$ cat config.mk
export PLATFORM = sky130hd
export DESIGN_NAME = tone_osc
export DESIGN_NICKNAME = d
export VERILOG_FILES = /design/src/rtl/tone_osc_pkg.sv /design/src/rtl/osc_regs.sv /design/src/rtl/osc_phase.sv /design/src/rtl/osc_shaper.sv /design/src/rtl/tone_osc.sv
export SDC_FILE = /design/constraint.sdc
export NUM_CORES = 1
export LEC_CHECK = 0
export BUFFER_PORTS_ARGS = -buffer_cell sky130_fd_sc_hd__buf_2
export CELL_PAD_IN_SITES_DETAIL_PLACEMENT = 0
export CELL_PAD_IN_SITES_GLOBAL_PLACEMENT = 2
export CORE_AREA = 2 2 102 104
export DETAILED_ROUTE_END_ITERATION = 10
export DIE_AREA = 0 0 104 106
export HOLD_SLACK_MARGIN = 0.03
export PLACE_DENSITY_LB_ADDON = 0.12
export SYNTH_ARGS = -nofsm -noshare
export SYNTH_HDL_FRONTEND = slang
export SYNTH_SLANG_ARGS = --single-unit
$ cat constraint.sdc
create_clock -name clk -period 3.74 [get_ports clk]
set_input_delay 0.561 -clock clk [delete_from_list [all_inputs] [get_ports clk]]
set_output_delay 0.561 -clock clk [all_outputs]
set_load 0.05 [all_outputs]
$ cat src/rtl/tone_osc_pkg.sv
package tone_osc_pkg;

    localparam int ACC_W  = 24;
    localparam int FREQ_W = 16;
    localparam int PW_W   = 12;
    localparam int OUT_W  = 12;
    localparam int BYTE_W = 8;

    localparam logic [ACC_W-1:0] ACC_POWERUP = 24'h555555;

    typedef enum logic [2:0] {
        SEL_FREQ_LO = 3'd0,
        SEL_FREQ_HI = 3'd1,
        SEL_PW_LO   = 3'd2,
        SEL_PW_HI   = 3'd3,
        SEL_CTRL    = 3'd4
    } reg_sel_e;

    typedef struct packed {
        logic noise_sel;
        logic pulse_sel;
        logic saw_sel;
        logic tri_sel;
        logic test;
        logic ring;
        logic sync;
        logic spare;
    } ctrl_t;

    function automatic logic [OUT_W-1:0] tri_fold(input logic [ACC_W-1:0] acc,
                                                  input logic fold_msb);
        logic [ACC_W-1:0] f;
        f = fold_msb ? ~acc : acc;
        return {f[ACC_W-2 -: OUT_W-1], 1'b0};
    endfunction

    function automatic logic [OUT_W-1:0] pulse_mask(input logic [ACC_W-1:0] acc,
                                                    input logic [PW_W-1:0] pw);
        return (acc[ACC_W-1 -: OUT_W] >= pw) ? {OUT_W{1'b1}} : {OUT_W{1'b0}};
    endfunction

endpackage

$ cat src/rtl/osc_regs.sv
module osc_regs
    import tone_osc_pkg::*;
(
    input  logic              clk,
    input  logic              rst,
    input  logic              wr_en,
    input  logic [2:0]        wr_sel,
    input  logic [BYTE_W-1:0] wr_data,
    output logic [FREQ_W-1:0] freq_q,
    output logic [PW_W-1:0]   pw_q,
    output ctrl_t             ctrl_q,
    output logic              test_next
);

    logic [FREQ_W-1:0] freq_d;
    logic [PW_W-1:0]   pw_d;
    ctrl_t             ctrl_d;

    always_comb begin
        freq_d = freq_q;
        pw_d   = pw_q;
        ctrl_d = ctrl_q;
        if (wr_en) begin
            case (wr_sel)
                SEL_FREQ_LO: freq_d[BYTE_W-1:0] = wr_data;
                SEL_FREQ_HI: freq_d[FREQ_W-1:BYTE_W] = wr_data[FREQ_W-BYTE_W-1:0];
                SEL_PW_LO:   pw_d[BYTE_W-1:0] = wr_data;
                SEL_PW_HI:   pw_d[PW_W-1:BYTE_W] = wr_data[PW_W-BYTE_W-1:0];
                SEL_CTRL:    ctrl_d = ctrl_t'(wr_data);
                default: ;
            endcase
        end
    end

    assign test_next = ctrl_d.test;

    always_ff @(posedge clk) begin
        if (rst) begin
            freq_q <= '0;
            pw_q   <= '0;
            ctrl_q <= '0;
        end else begin
            freq_q <= freq_d;
            pw_q   <= pw_d;
            ctrl_q <= ctrl_d;
        end
    end

endmodule

$ cat src/rtl/osc_phase.sv
module osc_phase
    import tone_osc_pkg::*;
(
    input  logic              clk,
    input  logic              rst,
    input  logic              test_now,
    input  logic              sync_en,
    input  logic              sync_src,
    input  logic [FREQ_W-1:0] freq,
    output logic [ACC_W-1:0]  acc_q
);

    localparam int PAD_W = ACC_W - FREQ_W;

    logic [ACC_W-1:0] acc_r = ACC_POWERUP;
    logic             sync_prev_q;
    logic             sync_hit;
    logic [ACC_W-1:0] freq_ext;

    assign freq_ext = {{PAD_W{1'b0}}, freq};
    assign sync_hit = sync_en & sync_src & ~sync_prev_q;
    assign acc_q    = acc_r;

    always_ff @(posedge clk) begin
        if (rst) begin
            sync_prev_q <= 1'b0;
        end else begin
            sync_prev_q <= sync_src;
        end
    end

    // Phase is deliberately outside the reset domain: it holds while rst is high.
    always_ff @(posedge clk) begin
        if (!rst) begin
            if (test_now || sync_hit) begin
                acc_r <= '0;
            end else begin
                acc_r <= acc_r + freq_ext;
            end
        end
    end

    p_advance_r3: assert property (@(posedge clk) disable iff (rst)
        (!test_now && !sync_hit) |=> acc_r == $past(acc_r) + $past(freq_ext));

    p_test_clear_r8: assert property (@(posedge clk) disable iff (rst)
        test_now |=> acc_r == '0);

    p_sync_clear_r10: assert property (@(posedge clk) disable iff (rst)
        sync_hit |=> acc_r == '0);

endmodule

$ cat src/rtl/osc_shaper.sv
module osc_shaper
    import tone_osc_pkg::*;
(
    input  logic             clk,
    input  logic             rst,
    input  logic [ACC_W-1:0] acc,
    input  logic [PW_W-1:0]  pw,
    input  ctrl_t            ctrl,
    input  logic             ring_src,
    output logic [OUT_W-1:0] wave
);

    logic             fold_msb;
    logic [OUT_W-1:0] saw_v;
    logic [OUT_W-1:0] tri_v;
    logic [OUT_W-1:0] pul_v;
    logic [OUT_W-1:0] mix;
    logic             any_sel;
    logic             unused_bits;

    assign fold_msb = acc[ACC_W-1] ^ (ctrl.ring & ~ctrl.saw_sel & ring_src);
    assign saw_v    = acc[ACC_W-1 -: OUT_W];
    assign tri_v    = tri_fold(acc, fold_msb);
    assign pul_v    = ctrl.test ? {OUT_W{1'b1}} : pulse_mask(acc, pw);
    assign any_sel  = ctrl.tri_sel | ctrl.saw_sel | ctrl.pulse_sel;

    always_comb begin
        mix = {OUT_W{1'b1}};
        if (ctrl.tri_sel)   mix = mix & tri_v;
        if (ctrl.saw_sel)   mix = mix & saw_v;
        if (ctrl.pulse_sel) mix = mix & pul_v;
        wave = any_sel ? mix : '0;
    end

    assign unused_bits = ctrl.spare ^ ctrl.noise_sel ^ ctrl.sync ^ (^acc[ACC_W-OUT_W-1:0]);

    p_tri_lsb_r6: assert property (@(posedge clk) disable iff (rst)
        ctrl.tri_sel |-> wave[0] == 1'b0);

    p_idle_zero_r11: assert property (@(posedge clk) disable iff (rst)
        !(ctrl.tri_sel || ctrl.saw_sel || ctrl.pulse_sel) |-> wave == '0);

    p_test_pulse_r8: assert property (@(posedge clk) disable iff (rst)
        (ctrl.test && ctrl.pulse_sel && !ctrl.tri_sel && !ctrl.saw_sel) |-> wave == {OUT_W{1'b1}});

endmodule

$ cat src/rtl/tone_osc.sv
module tone_osc
    import tone_osc_pkg::*;
(
    input  logic        clk,
    input  logic        rst,
    input  logic        wr_en,
    input  logic [2:0]  wr_sel,
    input  logic [7:0]  wr_data,
    input  logic        ring_src,
    input  logic        sync_src,
    output logic [23:0] acc_out,
    output logic [11:0] wave_out
);

    logic [FREQ_W-1:0] freq_q;
    logic [PW_W-1:0]   pw_q;
    ctrl_t             ctrl_q;
    logic              test_next;
    logic [ACC_W-1:0]  acc_q;

    osc_regs u_regs (
        .clk       (clk),
        .rst       (rst),
        .wr_en     (wr_en),
        .wr_sel    (wr_sel),
        .wr_data   (wr_data),
        .freq_q    (freq_q),
        .pw_q      (pw_q),
        .ctrl_q    (ctrl_q),
        .test_next (test_next)
    );

    osc_phase u_phase (
        .clk      (clk),
        .rst      (rst),
        .test_now (test_next),
        .sync_en  (ctrl_q.sync),
        .sync_src (sync_src),
        .freq     (freq_q),
        .acc_q    (acc_q)
    );

    osc_shaper u_shaper (
        .clk      (clk),
        .rst      (rst),
        .acc      (acc_q),
        .pw       (pw_q),
        .ctrl     (ctrl_q),
        .ring_src (ring_src),
        .wave     (wave_out)
    );

    assign acc_out = acc_q;

endmodule

==> run metrics, run 1 <==
status=finished clean; Max Clock Skew=11.5 ps; synthesized instance count=433; DRC errors left=0; Async SR Flop Fraction=0; fin crit share=0.839; syn nets=478; placed cell area=4080 um^2; CORE AREA=10000 um^2; slowest stage cell, crit path=edfxtp_1; Slew @ Worst Pin=1040 ps; total grt overflow=0; DR WL/cell=16.5 um; Setup Buffers After CTS=0; Post-Route WL=10.3 mm; post-synthesis sequential area ratio=0.382; top post-synthesis cells by area=edfxtp_1, dfxtp_1, ha_1, nand2_1, a21oi_1; Critical Path Source=u_phase.acc_q[18]; cts repair resizes=0; port bufs=51; clk root buf=clkbuf_8; Tot GR Track Use=0.189; final setup vio count=0; area leader, netlist=edfxtp_1; Post-Route Utilization=0.427; Final WS setup=603 ps; Psw=578 uW; CTS tree=yes; combinational share of power=0.221; Peak supply drop=138 uV; Yosys cell types=54; prevailing post-synth register cell=dfxtp_1; Hold/Removal Path Class=register to register; LEAKAGE=0.00174 uW; maxcap violations=0; Seq pwr share=0.446; CTS Buf Count=9; internal power=1120 uW; clock sinks=59; DR iter-0 viols=111; Row Count=37; layout cells sized above 1=0.159; HPWL Detailed=7.70 mm; # diodes=0; Required @ worst endpoint=3180 ps; clock transition at the registers of the reported paths=70 ps; max incr delay on CP=510 ps; TNS Setup=0 ps; clk_lat worst skew=340 ps; CP most frequent cell=a21oi_1; Slew headroom=0.304; Levels on crit path=9; kind of cell adding the most delay to the critical path=compound AO/OA/AOI/OAI gates; area delta synth->final=14.8%; DR vias/cell=5.23; r2r startpoint=u_phase.acc_q[0]; Clock Tree Buf Depth=2; Synth Warn #=0; startpoint type of the worst setup path=register; Design Area, Final=4270 um^2; cts-stage hold buffer count=0; Synth Register Bits=59; synthesized area=3720 um^2; Slew Limit Fails=0; vias=3241; Final ANT Viol Nets=0; 1st-pass router iterations=4; worst path cell trace=ha_1 > a21oi_1 > nor2b_1 > a2111oi_0 > o211ai_1 > a21oi_1 > buf_4 > a211oi_1 > buf_2; Arr. time, crit path=2580 ps; post-synth top area share=0.194; Post-synth EDFFs=24; largest net degree at the start of global routing=37; syn_area_per_cell=8.59 um^2; CP max FO=12; Setup CP Type=register to primary output; die area=11000 um^2; min Tclk post-route=3140 ps; vias in the first global route=3070; RR Endpoint=u_phase.acc_q[16]; Buf/Inv on CP=2; initial core utilization=0.372; Critical path destination=wave_out[4]; Hold Fails Final Rpt=0; total I/O pin count=52; Cell Pwr Density=397 nW/um^2; GP Congestion=0.844; final-stage net count=525; R2R Setup Slk=1050 ps; fmax=319 MHz; first-pass GRT wire length=16.3 mm; Die W=104 um; Die Y=106 um; Critical Path End Type=primary output; Reg2Reg Depth=8; Clock Power Share=0.334; Switching Fraction=0.340; CTS H-Tree Depth=3; RSZ-0062 raised after global routing=no; initial antenna violation count=0; dpl ws=953 ps
[tightest hold or removal path, stage by stage, from the launching register on]
cell and delay (ps):
dfxtp_1 310, nand2_1 50, a21oi_1 50
[state kept, by name, indices dropped and copies added (netlist names)]
register and cells:
u_regs.pw_q 12, u_phase.sync_prev_q 1, u_regs.ctrl_q 6, u_regs.freq_q 16, u_phase.acc_q 24
[cell usage in the layout, fill, tap and decap left out, types with 4 or more instances in the layout]
cell	count
clkbuf_8	10
a21o_1	11
nand3_1	11
nand2_1	67
and2_1	5
nor3_1	9
o21ai_0	20
inv_1	18
buf_2	51
a21boi_0	4
xor2_1	12
mux2i_1	13
a21oi_1	48
nand2b_1	5
nand4_1	5
nor2_1	35
xnor2_1	6
o21a_1	4
dfxtp_1	35
edfxtp_1	24
a211oi_1	13
ha_1	28
[cell type report]
cell class,instances,area [um^2]
fillers,1051,5730
multi-input cells,338,2150
flip-flops and latches,59,1420
repair buffers,54,278
well taps,136,170
clock buffers,11,163
inverters,18,67.6
clock inverters,4,23.8
[cell usage after synthesis (all sizes together) (4+ instances only)]
cell type / n
and2: 5
clkbuf: 11
nor2: 35
o21ai: 21
or3: 4
nand3: 11
mux2i: 13
inv: 18
ha: 28
nand2: 67
buf: 7
nor3: 10
a21oi: 48
edfxtp: 24
and3: 4
a21boi: 4
dfxtp: 35
o21a: 4
a211oi: 13
nand2b: 5
xnor2: 6
nand4: 5
xor2: 12
a21o: 12
[how the worst min path moves through the flow]
stage	cells after the start	startpoint	slack [ps]	endpoint
final	2	u_regs.pw_q[6]	460	u_regs.pw_q[6]
after global routing	2	sync_src	470	u_phase.sync_prev_q
after CTS	2	sync_src	460	u_phase.sync_prev_q
after detailed placement	2	u_regs.pw_q[6]	450	u_regs.pw_q[6]
after global placement	2	u_regs.pw_q[5]	440	u_regs.pw_q[5]
after floorplan	2	u_regs.pw_q[1]	440	u_regs.pw_q[1]
[power groups by stage]
stage,logic [uW],registers (uW),clock network [uW]
final,375,756,566
after global routing,411,763,606
after CTS,378,758,581
after detailed placement,376,772,0
after global placement,377,770,0
after floorplan,207,839,0
[metrics by stage]
| stage | hold slack [ps] | std cells | power [uW] |
|---|---|---|---|
| final | 459 | 620 | 1700 |
| after global placement | 443 | 605 | 1150 |
| after global routing | 472 | 620 | 1780 |
| after floorplan | 436 | 433 | 1050 |
| after detailed placement | 449 | 605 | 1150 |
| after CTS | 457 | 620 | 1720 |
[cells by family after synthesis]
| group | Yosys count | synth area share |
|---|---|---|
| mux | 13 | 0.0350 |
| fa+ha+maj | 29 | 0.0996 |
| xor+xnor | 18 | 0.0424 |
| compound gates | 118 | 0.200 |
| flops | 59 | 0.382 |
| simple gates | 160 | 0.200 |
| buf+inv | 36 | 0.0407 |
[per-layer routing]
| metal | vias to the layer above | GRT usage | wire [um] |
|---|---|---|---|
| met5 | - | 0 | 0 |
| met4 | 0 | 0.0888 | 251 |
| met3 | 18 | 0.0233 | 259 |
| met2 | 61 | 0.323 | 4810 |
| met1 | 1510 | 0.239 | 4930 |
| li1 | 1652 | - | - |
Note: power is estimated with default switching activity, not from simulation.
==> run 2: changes to the inputs <==
- CORE_AREA: 2 2 102 104 -> 2 2 107 109
- DIE_AREA: 0 0 104 106 -> 0 0 109 111
- clock period: 3.74 -> 3 ns (I/O delays scaled with it)
==> run metrics, run 2 (same netlist as run 1, synthesis figures left out) <==
Slew Limit Fails=0 (unchanged); fin crit share=0.933; Required @ worst endpoint=2550 ps (-630 ps); WHS=399 ps (-59.8 ps); CTS tree=yes; Max Clock Skew=6.80 ps (-4.70 ps); DR vias/cell=5.13 (-2.0%); startpoint type of the worst setup path=register; CP max FO=12 (unchanged); die area=12100 um^2 (+9.8%); clock transition at the registers of the reported paths=60 ps (about the same); Cell Pwr Density=555 nW/um^2 (+40%); clk root buf=clkbuf_16; DR iter-0 viols=168 (+51%); clock sinks=59 (unchanged); filler cell count=1139 (+8.4%); Final ANT Viol Nets=0 (unchanged); 1st-pass router iterations=4 (unchanged); Setup CP Type=register to primary output; Slew headroom=0.456 (+0.152); DRC errors left=0 (unchanged); LEAKAGE=0.00185 uW (+6.4%); most frequent cells in the layout=nand2_1, buf_2, a21oi_1; Tot GR Track Use=0.185 (-0.00471); first-pass GRT wire length=17.1 mm (+5.4%); clk_lat worst skew=330 ps (about the same); Hold/Removal Path Class=input pin to register; port bufs=51 (unchanged); Setup Buffers After CTS=0 (unchanged); total grt overflow=0 (unchanged); min Tclk post-route=2800 ps; Peak supply drop=298 uV (+120%); placed cell count=623 (+3.0%); Hold Fails Final Rpt=0 (unchanged); total power=2500 uW (+47%); layout cells sized above 1=0.181 (+0.0224); vias in the first global route=3125 (+1.8%); initial antenna violation count=0 (unchanged); initial core utilization=0.336 (-0.0362); Clock Tree Buf Depth=2 (unchanged); CORE AREA=11100 um^2 (+11%); Row Count=39 (+5.4%); maxcap violations=0 (unchanged); Arr. time, crit path=2350 ps (-230 ps); total I/O pin count=52 (unchanged); Critical Path End Type=primary output; largest net degree at the start of global routing=25 (-32%); CTS Buf Count=9 (unchanged); final-stage net count=536 (+2.1%); GP Congestion=0.826 (-2.2%); Post-Route WL=10.7 mm (+4.7%); Die W=109 um (+4.8%); CTS H-Tree Depth=3 (unchanged); fmax=357 MHz; status=finished clean; # diodes=0 (unchanged); HPWL Detailed=8.18 mm (+6.2%); number of flip-flops under the largest register name=24 (unchanged); area delta synth->final=21.0%; Slew @ Worst Pin=810 ps (-232 ps); dpl ws=348 ps (-605 ps); placed cell area=4180 um^2 (+2.2%); Design Area, Final=4500 um^2 (+5.4%); vias=3275 (+1.0%); DR WL/cell=16.8 um (+1.6%); Die Y=111 um (+4.7%); most common cell after layout, fill and taps aside=nand2_1; Post-Layout Cell Count=639 (+3.1%); Final WS setup=201 ps (-403 ps); final setup vio count=0 (unchanged); RSZ-0062 raised after global routing=yes
==> run 2: timing repair <==
action | CTS | global route
hold buffers | 0 | 0
resized for setup | 0 | 4
endpoints found under the setup margin | 0 | 12
==> run 2: path summary, 6_finish.rpt <==
kind,endpoint,depth (start not counted),startpoint,slack [ps]
setup / recovery,wave_out[0],9,u_phase.acc_q[18],200
hold / removal,u_phase.sync_prev_q,2,sync_src,400
setup reg to reg,u_phase.acc_q[16],8,u_phase.acc_q[0],330
hold reg to reg,u_regs.pw_q[6],2,u_regs.pw_q[6],450
==> run 2: per-stage QoR <==
stage / TNS, ps / util
floorplan: -2920 / -
global placement: 0 / 0.377
detailed placement: 0 / 0.377
CTS: 0 / 0.405
global route: -34.4 / 0.406
finish: 0 / 0.406
==> run 2: final cells by class <==
type / count / area (um^2) / area share
clock buffers: 11 / 275 / 0.0612
clock inverters: 5 / 40.0 / 0.00890
inverters: 18 / 67.6 / 0.0150
multi-input cells: 338 / 2150 / 0.479
flip-flops and latches: 59 / 1420 / 0.316
well taps: 143 / 179 / 0.0398
repair buffers: 65 / 363 / 0.0806
==> run 2: layer usage <==
| metal | share of wire | GRT usage | vias to the layer above | routed length, um |
|---|---|---|---|---|
| li1 | - | - | 1670 | - |
| met1 | 0.47 | 0.246 | 1545 | 5090 |
| met2 | 0.48 | 0.306 | 48 | 5210 |
| met3 | 0.023 | 0.0223 | 12 | 245 |
| met4 | 0.018 | 0.0632 | 0 | 195 |
| met5 | 0 | 0 | - | 0 |
==> run 2: worst max-delay path: stages (launching register included) <==
cell and delay (ps):
edfxtp_1 380, ha_1 320, a21oi_1 150, nor2b_1 70, a2111oi_2 330, o211ai_1 130, a21oi_1 160, buf_4 190
nor3_1 70, buf_2 230
==> run 2: report_power, final <==
group	leakage [uW]	internal, uW	switching (uW)	total, uW
Sequential	0.000521	889	35.0	924
Combinational	0.00117	156	352	509
Clock	0.000156	665	399	1060
Total	0.00185	1710	786	2500
